$ cat config.mk
export PLATFORM = sky130hd
export DESIGN_NAME = irq_ctrl_2bank
export DESIGN_NICKNAME = d
export VERILOG_FILES = /design/src/rtl/irqc_pkg.sv /design/src/rtl/irqc_bank.sv /design/src/rtl/irqc_regif.sv /design/src/rtl/irqc_prio.sv /design/src/rtl/irq_ctrl_2bank.sv
export SDC_FILE = /design/constraint.sdc
export NUM_CORES = 1
export LEC_CHECK = 0
export CORE_MARGIN = 8
export CORE_UTILIZATION = 44
export CTS_CLUSTER_SIZE = 30
export DETAILED_ROUTE_END_ITERATION = 10
export PLACE_DENSITY_LB_ADDON = 0.05
export SLEW_MARGIN = 20
export SYNTH_ARGS = -nofsm -noshare
export SYNTH_HDL_FRONTEND = slang
export SYNTH_SLANG_ARGS = --single-unit
$ cat constraint.sdc
create_clock -name clk -period 8.3 [get_ports clk]
set_clock_uncertainty 0.1 [all_clocks]
set_input_delay 0.83 -clock clk [delete_from_list [all_inputs] [get_ports clk]]
set_output_delay 0.83 -clock clk [all_outputs]
set_load 0.01 [all_outputs]
$ cat src/rtl/irqc_pkg.sv
package irqc_pkg;
  localparam int unsigned NUM_BANKS = 2;

  // Byte offsets per bank; bank b sits 4*b above the bank-0 offset.
  localparam int unsigned OFS_CLR_BASE = 'h00;
  localparam int unsigned OFS_EN_BASE  = 'h10;
  localparam int unsigned OFS_ST_BASE  = 'h18;
  localparam int unsigned OFS_STRIDE   = 4;
endpackage

$ cat src/rtl/irqc_bank.sv
module irqc_bank #(
  parameter int unsigned W = 32
) (
  input  logic         clk,
  input  logic         rst_n,
  input  logic [W-1:0] src,
  input  logic [W-1:0] clr,
  input  logic         en_we,
  input  logic [W-1:0] en_wdata,
  output logic [W-1:0] flag_q,
  output logic [W-1:0] en_q,
  output logic [W-1:0] status
);
  logic [W-1:0] flag_d;
  logic [W-1:0] en_d;

  always_comb begin
    flag_d = (flag_q & ~clr) | src;   // set has priority over clear
    en_d   = en_we ? en_wdata : en_q;
  end

  always_ff @(posedge clk or negedge rst_n) begin
    if (!rst_n) begin
      flag_q <= '0;
      en_q   <= '0;
    end else begin
      flag_q <= flag_d;
      if (en_we) en_q <= en_d;
    end
  end

  assign status = flag_q & en_q;
endmodule

$ cat src/rtl/irqc_regif.sv
module irqc_regif
  import irqc_pkg::*;
#(
  parameter int unsigned ADDR_W = 8,
  parameter int unsigned W      = 32
) (
  input  logic                          clk,
  input  logic                          rst_n,
  input  logic                          wr_en,
  input  logic                          rd_en,
  input  logic [ADDR_W-1:0]             addr,
  input  logic [W-1:0]                  wdata,
  input  logic [NUM_BANKS-1:0][W-1:0]   en_q,
  input  logic [NUM_BANKS-1:0][W-1:0]   status,
  output logic [NUM_BANKS-1:0][W-1:0]   clr,
  output logic [NUM_BANKS-1:0]          en_we,
  output logic [W-1:0]                  rdata
);
  logic [NUM_BANKS-1:0] hit_clr, hit_en, hit_st;
  logic [W-1:0]         rd_d;
  logic [W-1:0]         rdata_q;

  for (genvar b = 0; b < NUM_BANKS; b++) begin : g_dec
    assign hit_clr[b] = (addr == ADDR_W'(OFS_CLR_BASE + b * OFS_STRIDE));
    assign hit_en[b]  = (addr == ADDR_W'(OFS_EN_BASE  + b * OFS_STRIDE));
    assign hit_st[b]  = (addr == ADDR_W'(OFS_ST_BASE  + b * OFS_STRIDE));
    assign clr[b]     = (wr_en && hit_clr[b]) ? wdata : '0;
    assign en_we[b]   = wr_en && hit_en[b];
  end

  always_comb begin
    rd_d = '0;
    for (int b = 0; b < NUM_BANKS; b++) begin
      if (hit_en[b]) rd_d = en_q[b];
      if (hit_st[b]) rd_d = status[b];
    end
  end

  always_ff @(posedge clk or negedge rst_n) begin
    if (!rst_n) rdata_q <= '0;
    else        rdata_q <= rd_en ? rd_d : '0;
  end

  assign rdata = rdata_q;
endmodule

$ cat src/rtl/irqc_prio.sv
module irqc_prio #(
  parameter int unsigned N     = 64,
  parameter int unsigned IDX_W = $clog2(N)
) (
  input  logic [N-1:0]     req,
  output logic [IDX_W-1:0] idx,
  output logic             valid
);
  always_comb begin
    idx   = '0;
    valid = |req;
    for (int i = N - 1; i >= 0; i--) begin
      if (req[i]) idx = IDX_W'(i);
    end
  end
endmodule

$ cat src/rtl/irq_ctrl_2bank.sv
module irq_ctrl_2bank
  import irqc_pkg::*;
#(
  parameter int unsigned BANK_W = 32,
  parameter int unsigned ADDR_W = 8,
  localparam int unsigned N     = NUM_BANKS * BANK_W,
  localparam int unsigned IDX_W = $clog2(N)
) (
  input  logic              clk,
  input  logic              rst_n,
  input  logic [N-1:0]      src_i,
  input  logic              wr_en,
  input  logic              rd_en,
  input  logic [ADDR_W-1:0] addr,
  input  logic [BANK_W-1:0] wdata,
  output logic [BANK_W-1:0] rdata,
  output logic              irq_o,
  output logic [IDX_W-1:0]  pend_idx,
  output logic              pend_valid
);
  logic [1:0] rst_sync_q;
  logic       rst_int_n;

  always_ff @(posedge clk or negedge rst_n) begin
    if (!rst_n) rst_sync_q <= 2'b00;
    else        rst_sync_q <= {rst_sync_q[0], 1'b1};
  end
  assign rst_int_n = rst_sync_q[1];

  logic [NUM_BANKS-1:0][BANK_W-1:0] clr_b, flag_b, en_b, st_b;
  logic [NUM_BANKS-1:0]             en_we_b;
  logic [N-1:0]                     flag_all, en_all, status_all, clr_all;

  for (genvar b = 0; b < NUM_BANKS; b++) begin : g_bank
    irqc_bank #(.W(BANK_W)) u_bank (
      .clk      (clk),
      .rst_n    (rst_int_n),
      .src      (src_i[b*BANK_W +: BANK_W]),
      .clr      (clr_b[b]),
      .en_we    (en_we_b[b]),
      .en_wdata (wdata),
      .flag_q   (flag_b[b]),
      .en_q     (en_b[b]),
      .status   (st_b[b])
    );
    assign flag_all[b*BANK_W +: BANK_W]   = flag_b[b];
    assign en_all[b*BANK_W +: BANK_W]     = en_b[b];
    assign status_all[b*BANK_W +: BANK_W] = st_b[b];
    assign clr_all[b*BANK_W +: BANK_W]    = clr_b[b];
  end

  irqc_regif #(.ADDR_W(ADDR_W), .W(BANK_W)) u_regif (
    .clk    (clk),
    .rst_n  (rst_int_n),
    .wr_en  (wr_en),
    .rd_en  (rd_en),
    .addr   (addr),
    .wdata  (wdata),
    .en_q   (en_b),
    .status (st_b),
    .clr    (clr_b),
    .en_we  (en_we_b),
    .rdata  (rdata)
  );

  irqc_prio #(.N(N), .IDX_W(IDX_W)) u_prio (
    .req   (status_all),
    .idx   (pend_idx),
    .valid (pend_valid)
  );

  logic irq_q, irq_d;
  assign irq_d = |status_all;
  always_ff @(posedge clk or negedge rst_int_n) begin
    if (!rst_int_n) irq_q <= 1'b0;
    else            irq_q <= irq_d;
  end
  assign irq_o = irq_q;
endmodule

==> key figures <==
Clock tree
  – CTS max path bufs: 2
  – Clock-pin slew on the worst setup and hold paths: 0.07 ns
  – CTS tree: done
  – Clock Latency Late Sink: around 0.43 ns
  – Root buf cell: clkbuf_16
  – Hold Buf Count CTS: 0
  – Htree depth: 4
  – Clk sinks: approximately 160
  – Total CTS buffers: 17
  – Setup Fix Bufs, Post-CTS: 0
  – Post-CTS Resized: 0

Global routing
  – Grt ovf: 0
  – Largest net degree at the start of global routing: between 70 and 80
  – Number of global-route vias before repair: about 6700
  – First-pass GRT wire length: 37000 µm
  – GRT Total Usage: 0.214
  – Initial antenna violation count: 0

Timing
  – Period utilisation layout: 0.471
  – RSZ-0062 raised after global routing: no
  – Setup violators final: 0
  – Worst hold slack: between 0.08 and 0.09 ns
  – Crit path time final: 3.91 ns
  – Slew of the pin with the lowest slew margin: roughly 1 ns
  – Fmax: roughly 0.26 GHz
  – Worst rel slew slack: 0.337
  – Setup TNS: 0 ns
  – Worst Slack Setup Final: between 4 and 5 ns
  – Slew Limit Fails: 0
  – Final hold violation count: 0

Setup path
  – Worst path depth: 7
  – R2R Setup Slk: ~6.1 ns
  – Critical-path cell list: a22o_1 > a2111oi_0 > nand2_1 > o211ai_1 > a21oi_1 > o21ai_0 > clkdlybuf4s50_1
  – Reg2Reg Depth: 5
  – CP Class: flop to output port
  – Worst Path Max Fanout: 5
  – Delay-heaviest family, CP: compound AO/OA/AOI/OAI gates
  – Worst Setup Start Kind: flop
  – Critical Path Max Stage Delay: 0.64 ns
  – Crit path arrival time: ~3.0 ns
  – Critical Path RT: about 7.4 ns
  – CP Buf/Inv Count: 1
  – Crit-path slowest cell: a2111oi_0
  – CP endpoint kind: output port

Routing
  – Drt initial violations: about 450
  – Vias/cell: 5.84
  – Post-detailed-routing wire length: roughly 23000 µm
  – DRC viols: 0
  – Routed Antenna Nets: 0
  – Routed wire length per instance: 21.3 µm
  – Drt first pass iters: 5
  – Vias: approximately 6400

Place
  – Place WS: between 4 and 5 ns
  – # port buffers: between 100 and 150
  – Hpwl dp: between 15000 and 20000 µm
  – Placer Congestion: about 0.85

Synthesis
  – Main synth FF type: dfrtp_1
  – YS warnings: 0
  – Synth Cell Area: 0.00778 mm²
  – EDFF count, synth: 0
  – Ys async rst share: 1.00
  – FF+latch count, synth: about 160
  – Syn Inst Count: 707
  – Syn Area/Cell: between 10 and 15 µm²
  – Seq/Total Area, Yosys: 0.524
  – Synth cell types: 47
  – Syn nets: ~800

Final layout
  – Inserted Diodes: 0
  – Multi-input gate area: 0.00356 mm²
  – Area growth from synthesis to layout: 29.5%
  – Fillers: between 1000 and 1500
  – Total Nets Final: 961
  – Commonest cells after routing, fill and taps aside: dfrtp_1, clkdlybuf4s50_1, a21o_1, nand2_1, mux2_2
  – Register area: ~0.004 mm²
  – Fraction of layout cells with a size suffix above 1: 0.128
  – Commonest non-fill, non-tap cell in the layout: dfrtp_1

Pwr
  – Peak VDD IR: between 0.1 and 0.15 mV
  – Leakage: around 4.6 nW
  – Power density over the cells: roughly 190 mW/mm²

Die
  – Die W: between 100 and 150 µm
  – IO Pins: 148
  – Die H: 149 µm
  – Initial Util: 0.450
  – Die footprint: ~0.022 mm²
  – Core ar.: 0.0173 mm²
  – Num rows: 48

Flow run
  – Max Cap Violations: 0

Worst hold path
  – Worst min path class: flop to async pin

Status
  – Outcome: finished, final reports clean
## flip-flops by register name, summed over array words and instances (netlist names)
signal,count
g_bank.u_bank.en_q,64
rst_sync_q,2
u_regif.rdata,32
irq_o,1
g_bank.u_bank.flag_q,64
## final cells by class
type                    instances  area share
clock buffers                  20      0.0443
repair buffers                157       0.153
multi-input cells             511       0.353
flip-flops and latches        163       0.405
well taps                     225      0.0279
clock inverters                10      0.0158
inverters                       3     0.00112
## final timing paths
kind                                                             from                               endpoint
min in group clk                              rst_sync_q[0]$_DFF_PN0_                rst_sync_q[1]$_DFF_PN0_
worst max register to register  g_bank[1].u_bank.flag_q[16]$_DFF_PN0_                        irq_o$_DFF_PN0_
max in group asynchronous                     rst_sync_q[1]$_DFF_PN0_  g_bank[1].u_bank.flag_q[13]$_DFF_PN0_
worst min register to register                rst_sync_q[1]$_DFF_PN0_             u_regif.rdata[0]$_DFF_PN0_
worst max-delay path            g_bank[1].u_bank.en_q[13]$_DFFE_PN0P_                            pend_idx[1]
worst min-delay path                          rst_sync_q[1]$_DFF_PN0_             u_regif.rdata[0]$_DFF_PN0_
## layer usage
metal	share of wire	GRT usage
met1	0.44	0.278
met5	0	0
met2	0.48	0.340
met4	0.022	0.0782
met3	0.059	0.0519
## metrics by stage
step | instance area (µm²) | power [mW] | std cells | util
after global routing | 10100 | 1.99 | 1089 | 0.583
after floorplan | 7780 | 0.972 | 707 | -
after global placement | 9480 | 1.11 | 1059 | 0.548
final | 10100 | 1.92 | 1089 | 0.583
after detailed placement | 9480 | 1.11 | 1059 | 0.548
after CTS | 10100 | 1.93 | 1089 | 0.583
## kinds of logic after synthesis
group           share of synthesized area
flops                               0.524
buf+inv                            0.0209
other cells                      0.000482
mux                                0.0926
compound gates                      0.236
simple gates                        0.126
## report_power, final
group,switching (mW),internal (mW),leakage (nW)
clock,0.312,0.507,0.292
sequential,0.0187,0.811,1.92
combinational,0.131,0.138,2.36
## Yosys cell counts (2+ instances only)
| cell | instances | area (µm²) |
|---|---|---|
| nor3_1 | 4 | 20.0 |
| nand2b_1 | 5 | 31.3 |
| mux2_2 | 64 | 721 |
| nand3b_1 | 2 | 15.0 |
| and3_1 | 2 | 12.5 |
| o211ai_1 | 5 | 37.5 |
| nor2_1 | 4 | 15.0 |
| a22oi_1 | 52 | 390 |
| a221oi_1 | 2 | 17.5 |
| o21ai_0 | 11 | 55.1 |
| buf_2 | 13 | 65.1 |
| a32o_1 | 4 | 40.0 |
| nand3_1 | 6 | 30.0 |
| inv_1 | 3 | 11.3 |
| buf_6 | 3 | 33.8 |
| a31oi_1 | 3 | 18.8 |
| a222oi_1 | 2 | 20.0 |
| nand4_1 | 3 | 18.8 |
| and3b_1 | 2 | 17.5 |
| dfrtp_1 | 163 | 4080 |
| and2_1 | 6 | 37.5 |
| clkbuf_1 | 11 | 41.3 |
| a21oi_1 | 13 | 65.1 |
| nand2_1 | 119 | 447 |
| a22o_1 | 7 | 61.3 |
| a211oi_1 | 3 | 22.5 |
| and4b_1 | 2 | 20.0 |
| a21o_1 | 129 | 968 |
| buf_1 | 3 | 11.3 |
| o2111ai_1 | 3 | 26.3 |
| nor2b_1 | 35 | 219 |
| a32oi_1 | 8 | 70.1 |
Power figures use the tool's default switching activity.
